## src/rtl/tx_irq_pkg.sv

```systemverilog
package tx_irq_pkg;

    localparam int REG_W  = 8;
    localparam int ADDR_W = 3;

    // register map
    localparam logic [ADDR_W-1:0] ADR_FLAGS_A = 3'd0;
    localparam logic [ADDR_W-1:0] ADR_FLAGS_B = 3'd1;
    localparam logic [ADDR_W-1:0] ADR_ENA_A   = 3'd2;
    localparam logic [ADDR_W-1:0] ADR_ENA_B   = 3'd3;
    localparam logic [ADDR_W-1:0] ADR_LINES   = 3'd4;
    localparam logic [ADDR_W-1:0] ADR_STATE   = 3'd5;

    // flag bit positions in register A
    localparam int BA_AUTH  = 1;
    localparam int BA_EDID  = 2;
    localparam int BA_VSYNC = 5;
    localparam int BA_RXS   = 6;
    localparam int BA_HPD   = 7;
    // flag bit positions in register B
    localparam int BB_KEYS  = 6;
    localparam int BB_ERR   = 7;
    // line status bit positions
    localparam int BL_HPD   = 6;
    localparam int BL_RXS   = 5;

    localparam logic [REG_W-1:0] MASK_A =
        REG_W'((1 << BA_AUTH) | (1 << BA_EDID) | (1 << BA_VSYNC) | (1 << BA_RXS) | (1 << BA_HPD));
    localparam logic [REG_W-1:0] MASK_B =
        REG_W'((1 << BB_KEYS) | (1 << BB_ERR));

    typedef struct packed {
        logic auth;
        logic edid;
        logic vsync;
        logic rxs;
        logic hpd;
        logic keys;
        logic err;
    } evt_t;

endpackage

```

## src/rtl/tx_irq_sync.sv

```systemverilog
module tx_irq_sync #(
    parameter int W      = 3,
    parameter int STAGES = 2
) (
    input  logic         clk,
    input  logic         rst_n,
    input  logic [W-1:0] async_i,
    output logic [W-1:0] sync_o
);

    typedef struct packed {
        logic [STAGES-1:0][W-1:0] pipe;
    } sync_st_t;

    sync_st_t st_d, st_q;

    always_comb begin
        st_d = st_q;
        st_d.pipe[0] = async_i;
        for (int k = 1; k < STAGES; k++) begin
            st_d.pipe[k] = st_q.pipe[k-1];
        end
    end

    always_ff @(posedge clk or negedge rst_n) begin
        if (!rst_n) st_q <= '0;
        else        st_q <= st_d;
    end

    assign sync_o = st_q.pipe[STAGES-1];

endmodule

```

## src/rtl/tx_irq_event.sv

```systemverilog
module tx_irq_event
    import tx_irq_pkg::*;
#(
    parameter int STATE_W   = 4,
    parameter int AUTH_FROM = 3,
    parameter int AUTH_TO   = 4
) (
    input  logic               clk,
    input  logic               rst_n,
    input  logic               hpd_s,
    input  logic               rxs_s,
    input  logic               vs_s,
    input  logic [STATE_W-1:0] state_i,
    input  logic               edid_p,
    input  logic               keys_p,
    input  logic               err_p,
    output evt_t               evt_o
);

    localparam logic [STATE_W-1:0] ST_FROM = STATE_W'(AUTH_FROM);
    localparam logic [STATE_W-1:0] ST_TO   = STATE_W'(AUTH_TO);

    typedef struct packed {
        logic               hpd;
        logic               rxs;
        logic               vs;
        logic [STATE_W-1:0] state;
    } prev_t;

    prev_t prev_d, prev_q;

    always_comb begin
        prev_d.hpd   = hpd_s;
        prev_d.rxs   = rxs_s;
        prev_d.vs    = vs_s;
        prev_d.state = state_i;

        evt_o.hpd   = hpd_s ^ prev_q.hpd;
        evt_o.rxs   = rxs_s ^ prev_q.rxs;
        evt_o.vsync = vs_s & ~prev_q.vs;
        evt_o.auth  = (prev_q.state == ST_FROM) && (state_i == ST_TO);
        evt_o.edid  = edid_p;
        evt_o.keys  = keys_p;
        evt_o.err   = err_p;
    end

    always_ff @(posedge clk or negedge rst_n) begin
        if (!rst_n) prev_q <= '0;
        else        prev_q <= prev_d;
    end

    // a vsync event only while the synchronized level is high
    a_r5_vsync_rise_only: assert property (@(posedge clk) disable iff (!rst_n)
        evt_o.vsync |-> vs_s);

    // the auth event needs the state to be 4 now and to have been 3 one cycle earlier
    a_r3_auth_step: assert property (@(posedge clk) disable iff (!rst_n)
        evt_o.auth |-> (state_i == ST_TO) && ($past(state_i) == ST_FROM));

    // no hot-plug event while the synchronized level holds
    a_r7_hpd_change: assert property (@(posedge clk) disable iff (!rst_n)
        $stable(hpd_s) && $past(rst_n) |-> !evt_o.hpd);

endmodule

```

## src/rtl/tx_irq_regs.sv

```systemverilog
module tx_irq_regs
    import tx_irq_pkg::*;
#(
    parameter int STATE_W = 4
) (
    input  logic               clk,
    input  logic               rst_n,
    input  evt_t               evt_i,
    input  logic               wr_i,
    input  logic [ADDR_W-1:0]  addr_i,
    input  logic [REG_W-1:0]   wdata_i,
    input  logic               hpd_s,
    input  logic               rxs_s,
    input  logic [STATE_W-1:0] state_i,
    output logic [REG_W-1:0]   rdata_o,
    output logic               irq_o
);

    typedef struct packed {
        logic [REG_W-1:0] flags_a;
        logic [REG_W-1:0] flags_b;
        logic [REG_W-1:0] ena_a;
        logic [REG_W-1:0] ena_b;
        logic             irq;
    } bank_t;

    bank_t bank_d, bank_q;
    logic [REG_W-1:0] set_a, set_b, clr_a, clr_b;

    always_comb begin
        set_a = '0;
        set_a[BA_AUTH]  = evt_i.auth;
        set_a[BA_EDID]  = evt_i.edid;
        set_a[BA_VSYNC] = evt_i.vsync;
        set_a[BA_RXS]   = evt_i.rxs;
        set_a[BA_HPD]   = evt_i.hpd;
        set_b = '0;
        set_b[BB_KEYS]  = evt_i.keys;
        set_b[BB_ERR]   = evt_i.err;

        clr_a = (wr_i && addr_i == ADR_FLAGS_A) ? wdata_i : '0;
        clr_b = (wr_i && addr_i == ADR_FLAGS_B) ? wdata_i : '0;

        bank_d = bank_q;
        // set has priority over clear
        bank_d.flags_a = ((bank_q.flags_a & ~clr_a) | set_a) & MASK_A;
        bank_d.flags_b = ((bank_q.flags_b & ~clr_b) | set_b) & MASK_B;
        if (wr_i && addr_i == ADR_ENA_A) bank_d.ena_a = wdata_i;
        if (wr_i && addr_i == ADR_ENA_B) bank_d.ena_b = wdata_i;
        bank_d.irq = |(bank_q.flags_a & bank_q.ena_a) | |(bank_q.flags_b & bank_q.ena_b);
    end

    always_ff @(posedge clk or negedge rst_n) begin
        if (!rst_n) bank_q <= '0;
        else        bank_q <= bank_d;
    end

    always_comb begin
        rdata_o = '0;
        case (addr_i)
            ADR_FLAGS_A: rdata_o = bank_q.flags_a;
            ADR_FLAGS_B: rdata_o = bank_q.flags_b;
            ADR_ENA_A:   rdata_o = bank_q.ena_a;
            ADR_ENA_B:   rdata_o = bank_q.ena_b;
            ADR_LINES: begin
                rdata_o[BL_HPD] = hpd_s;
                rdata_o[BL_RXS] = rxs_s;
            end
            ADR_STATE:   rdata_o[STATE_W-1:0] = state_i;
            default:     rdata_o = '0;
        endcase
    end

    assign irq_o = bank_q.irq;

    // with no write to flags A, no set flag drops
    a_r2_sticky_a: assert property (@(posedge clk) disable iff (!rst_n)
        !(wr_i && addr_i == ADR_FLAGS_A) |=>
        ((bank_q.flags_a & $past(bank_q.flags_a)) == $past(bank_q.flags_a)));

    // an event lands in its flag even under a same-cycle clear
    a_r10_set_wins_a: assert property (@(posedge clk) disable iff (!rst_n)
        (set_a != '0) |=> ((bank_q.flags_a & $past(set_a)) == $past(set_a)));

    a_r10_set_wins_b: assert property (@(posedge clk) disable iff (!rst_n)
        (set_b != '0) |=> ((bank_q.flags_b & $past(set_b)) == $past(set_b)));

    // no pending flag means the interrupt is low on the next cycle
    a_r11_irq_quiet: assert property (@(posedge clk) disable iff (!rst_n)
        (bank_q.flags_a == '0 && bank_q.flags_b == '0) |=> !irq_o);

endmodule

```

## src/rtl/tx_irq_status.sv

```systemverilog
module tx_irq_status
    import tx_irq_pkg::*;
#(
    parameter int STATE_W     = 4,
    parameter int SYNC_STAGES = 2,
    parameter int AUTH_FROM   = 3,
    parameter int AUTH_TO     = 4
) (
    input  logic               clk,
    input  logic               rst_n,
    input  logic               hpd_line,
    input  logic               rxsense_line,
    input  logic               vsync_line,
    input  logic [STATE_W-1:0] auth_state,
    input  logic               edid_ready_pulse,
    input  logic               keys_read_pulse,
    input  logic               auth_err_pulse,
    input  logic               reg_wr,
    input  logic [ADDR_W-1:0]  reg_addr,
    input  logic [REG_W-1:0]   reg_wdata,
    output logic [REG_W-1:0]   reg_rdata,
    output logic               irq
);

    localparam int N_LINES = 3;

    logic [N_LINES-1:0] lines_s;
    evt_t               evt;

    tx_irq_sync #(
        .W      (N_LINES),
        .STAGES (SYNC_STAGES)
    ) u_sync (
        .clk     (clk),
        .rst_n   (rst_n),
        .async_i ({hpd_line, rxsense_line, vsync_line}),
        .sync_o  (lines_s)
    );

    tx_irq_event #(
        .STATE_W   (STATE_W),
        .AUTH_FROM (AUTH_FROM),
        .AUTH_TO   (AUTH_TO)
    ) u_event (
        .clk     (clk),
        .rst_n   (rst_n),
        .hpd_s   (lines_s[2]),
        .rxs_s   (lines_s[1]),
        .vs_s    (lines_s[0]),
        .state_i (auth_state),
        .edid_p  (edid_ready_pulse),
        .keys_p  (keys_read_pulse),
        .err_p   (auth_err_pulse),
        .evt_o   (evt)
    );

    tx_irq_regs #(
        .STATE_W (STATE_W)
    ) u_regs (
        .clk     (clk),
        .rst_n   (rst_n),
        .evt_i   (evt),
        .wr_i    (reg_wr),
        .addr_i  (reg_addr),
        .wdata_i (reg_wdata),
        .hpd_s   (lines_s[2]),
        .rxs_s   (lines_s[1]),
        .state_i (auth_state),
        .rdata_o (reg_rdata),
        .irq_o   (irq)
    );

    // the synchronized hot-plug level is the raw line delayed by the synchronizer
    a_r9_hpd_sync: assert property (@(posedge clk) disable iff (!rst_n)
        $past(rst_n) && $past(rst_n, 2) |-> lines_s[2] == $past(hpd_line, SYNC_STAGES));

endmodule

```

## config.mk

```make
export PLATFORM = sky130hd
export DESIGN_NAME = tx_irq_status
export DESIGN_NICKNAME = d
export VERILOG_FILES = /design/src/rtl/tx_irq_pkg.sv /design/src/rtl/tx_irq_sync.sv /design/src/rtl/tx_irq_event.sv /design/src/rtl/tx_irq_regs.sv /design/src/rtl/tx_irq_status.sv
export SDC_FILE = /design/constraint.sdc
export NUM_CORES = 1
export LEC_CHECK = 0
export ABC_AREA = 0
export ABC_CLOCK_PERIOD_IN_PS = 1540
export BUFFER_PORTS_ARGS = -buffer_cell sky130_fd_sc_hd__buf_4
export CELL_PAD_IN_SITES_DETAIL_PLACEMENT = 1
export CELL_PAD_IN_SITES_GLOBAL_PLACEMENT = 1
export CORE_MARGIN = 2
export CORE_UTILIZATION = 40
export CTS_CLUSTER_DIAMETER = 200
export DETAILED_ROUTE_END_ITERATION = 12
export PLACE_DENSITY_LB_ADDON = 0.05
export SLEW_MARGIN = 20
export SYNTH_ARGS = -nofsm -noshare
export SYNTH_HDL_FRONTEND = slang
export SYNTH_SLANG_ARGS = --single-unit
```

## constraint.sdc

```tcl
create_clock -name clk -period 1.54 [get_ports clk]
set_input_delay 0.308 -clock clk [delete_from_list [all_inputs] [get_ports clk]]
set_output_delay 0.308 -clock clk [all_outputs]
set_load 0.05 [all_outputs]
```

==> results.py <==
metrics = {
    "critical_path": {
        "path_cells": "mux4_2 > nor2b_4 > buf_6",
        "critical-path-slowest-cell": "sky130_fd_sc_hd__mux4_2",
        "setup.worst_path.end_class": "primary output",
        "crit_path_max_fanout": 2,
        "critPathKind": "reg -> out",
        "critical-path-max-stage-delay_ns": 0.47,
        "arrival_time_at_the_worst_endpoint_ns": 1.46,
        "worst_path_dominant_cell_family": "multiplexers",
        "critical_path.reg2reg.startpoint": "u_regs.bank_q[16]",
        "worst-path-buf-inv": 1,
        "critPathRequiredTime_ns": 1.23,
        "worstSetupStartpointType": "flop",
        "critPathLaunch": "u_regs.bank_q[16]",
    },
    "synth": {
        "synth_top_area_share_pct": 55.0,
        "synthDistinctLibCells": 34,
        "leading_post_synthesis_cells_by_cell_area": "sky130_fd_sc_hd__dfrtp_1, sky130_fd_sc_hd__mux2_4, sky130_fd_sc_hd__mux2_2",
        "synth_flop_cell": "sky130_fd_sc_hd__dfrtp_1",
        "async_flop_share_pct": 100,
        "synth.yosys.warnings": 0,
        "synth_enable_flop_cells": 0,
        "postSynthCellCount": 117,
        "synth.cells.most_frequent": "sky130_fd_sc_hd__dfrtp_1, sky130_fd_sc_hd__mux2_2, sky130_fd_sc_hd__nand2_1",
        "mean_post_synth_cell_area_um2": 14.4,
        "syn_nets": 141,
        "mappedNetlistArea_mm2": 0.00168,
        "ys_seq_elements": 37,
        "synth_most_common_cell": "sky130_fd_sc_hd__dfrtp_1",
        "yosysSeqAreaShare_pct": 55.0,
        "cell_taking_the_most_area_after_synthesis": "sky130_fd_sc_hd__dfrtp_1",
    },
    "drt": {
        "drt-wirelength-per-cell_um": 18.2,
        "total_wire_length_after_detailed_routing_mm": 4.20,
        "dr.pass1.iters": 4,
        "drt_iter0_drc": 47,
        "route.antenna.remaining_nets": 0,
        "num_vias": 1205,
        "drcViolationCount": 0,
        "detail_route.vias_per_cell": 5.22,
    },
    "clock_tree": {
        "cts_root_buffer": "sky130_fd_sc_hd__clkbuf_8",
        "worstSkewPairLatency_ns": 0.29,
        "cts-buffers-inserted": 5,
        "clock-sinks": 37,
        "clk_transition_reported_paths_ns": 0.07,
        "cts.path.max_buffers": 2,
        "htree_num_levels": 2,
        "cts_tree": "built",
    },
    "grt": {
        "initial_antenna_violation_count": 0,
        "global_route.usage.total_pct": 19.8,
        "grt_pass1_vias": 1348,
        "grt_overflow": 0,
        "grt_pass1_wl_mm": 6.59,
        "maximum_number_of_pins_on_one_net_before_global_route_repair": 38,
    },
    "sta": {
        "worst_hold_slack_ns": 0.124,
        "tns_ns": -0.659,
        "min_period_over_period_pct": 115,
        "finalCriticalPeriod_ns": 1.77,
        "setup_slack_ns": -0.226,
        "setup_viol": 5,
        "worst_case_clock_skew_ns": 0.00691,
        "max_slew_violation_count": 0,
        "maxSlewHeadroom_pct": 68.7,
        "finalHoldViolations": 0,
        "grt_setup_unrepaired": "true",
        "worst_pin_slew_ns": 0.470,
        "max_freq_mhz": 566,
    },
    "cells_and_area": {
        "nFillCells": 408,
        "finalCoreUtilization_pct": 58.7,
        "layout-area-overhead-vs-synth_pct": 40.6,
        "fin_nets": 204,
        "multi_input_area_um2": 751,
        "seqCellArea_um2": 926,
        "drive_gt1_share_pct": 56.9,
        "final_area_mm2": 0.00237,
        "diodes": 0,
    },
    "die": {
        "die_w_um": 68.9,
        "core_area_mm2": 0.00403,
        "dieHeight_um": 68.9,
        "num_rows": 23,
        "initial_utilization_pct": 41.8,
        "area_of_the_die_mm2": 0.00474,
        "num_io_pins": 33,
    },
    "power_and_ir_drop": {
        "static_leakage_nw": 1.10,
        "pwr_density_cell_mw_per_mm2": 1080,
        "power.ir.vdd_worst_v": 0.000726,
    },
    "flow_run": {
        "timing.max_cap.violations": 0,
    },
    "placement": {
        "io_buffer_count": 32,
        "detailed_place.area_mm2": 0.00207,
        "replace_congestion": 0.788,
        "hpwl_reported_at_the_end_of_detailed_placement_mm": 2.93,
        "placement.setup.worst_slack_ns": -0.113,
    },
    "min_path": {
        "timing.hold.worst.class": "in -> reg",
        "timing.hold.worst.start": "vsync_line",
    },
    "outcome": {
        "status": "finished, violations left",
        "failed_checks": "negative setup slack",
    },
}
-- where the power goes --
part / leakage [nW] / internal (mW) / switching (mW)
Sequential: 0.420 / 1.09 / 0.0735
Combinational: 0.623 / 0.359 / 0.291
Clock: 0.0542 / 0.405 / 0.344
-- routing by layer --
layer	wire length (um)	global-route usage [%]
met1	1800	23.6
met2	2190	34.7
met3	163	5.36
met4	48	5.88
met5	0	0
-- worst register-to-register path: stages (launching register included) --
cell and delay, ns:
sky130_fd_sc_hd__dfrtp_1 0.41, sky130_fd_sc_hd__buf_4 0.14, sky130_fd_sc_hd__buf_4 0.12, sky130_fd_sc_hd__a222oi_1 0.25, sky130_fd_sc_hd__nand3_1 0.14
-- cell usage in the layout (no fill, tap or decap), types with 2 or more instances in the layout --
master / netlist / final
sky130_fd_sc_hd__buf_8: 0 / 3
sky130_fd_sc_hd__buf_6: 5 / 5
sky130_fd_sc_hd__dfrtp_1: 37 / 37
sky130_fd_sc_hd__mux2_4: 8 / 9
sky130_fd_sc_hd__a22oi_1: 2 / 2
sky130_fd_sc_hd__nand2_1: 9 / 9
sky130_fd_sc_hd__a22o_4: 0 / 2
sky130_fd_sc_hd__buf_4: 0 / 52
sky130_fd_sc_hd__a21o_1: 5 / 5
sky130_fd_sc_hd__mux2i_1: 5 / 5
sky130_fd_sc_hd__mux2_2: 9 / 8
sky130_fd_sc_hd__xor2_1: 2 / 2
sky130_fd_sc_hd__clkbuf_8: 0 / 7
sky130_fd_sc_hd__a22o_1: 8 / 5
-- path summary, 6_finish.rpt --
kind | endpoint | slack, ns | cells past startpoint
worst max-delay path | reg_rdata[7] | -0.23 | 3
worst min-delay path | u_sync.st_d[3] | 0.12 | 1
worst max register to register | u_regs.irq_o | 0.35 | 4
worst min register to register | u_sync.sync_o[0] | 0.35 | 0
max in group asynchronous | u_sync.st_d[3] | 0.69 | 2
min in group asynchronous | u_regs.bank_q[23] | 0.51 | 2
-- through the flow --
stage,std cells,power (mW)
after floorplan,117,1.51
after CTS,227,2.54
final,231,2.56
after global routing,231,2.68
after global placement,208,1.68
after detailed placement,208,1.71
-- registers in the layout, summed over array words and instances, names as in the netlist --
signal / count
u_regs.irq_o: 1
u_regs.bank_q: 23
u_sync.sync_o: 3
u_sync.st_d: 3
u_event.prev_q: 7
-- layout make-up --
type | instances | share of cell area [%]
Tap cell | 50 | 2.64
Clock inverter | 1 | 0.212
Sequential cell | 37 | 39.1
Timing Repair Buffer | 62 | 22.1
Clock buffer | 7 | 4.07
Multi-Input combinational cell | 73 | 31.7
Inverter | 1 | 0.159
-- cell families after synthesis --
family / share of synthesized area [%]
buffers and inverters: 3.87
XOR/XNOR: 1.04
flip-flops: 55.0
multiplexers: 17.5
AO/OA/AOI/OAI: 9.96
AND/OR/NAND/NOR: 12.6
-- repair_timing --
item,in CTS,in global routing
hold endpoints to repair,37,0
hold buffers,1,0
setup buffers,10,4
pin swaps,2,2
resized for setup,12,7
endpoints found under the setup margin,7,7
Note: power is estimated with default switching activity, not from simulation.
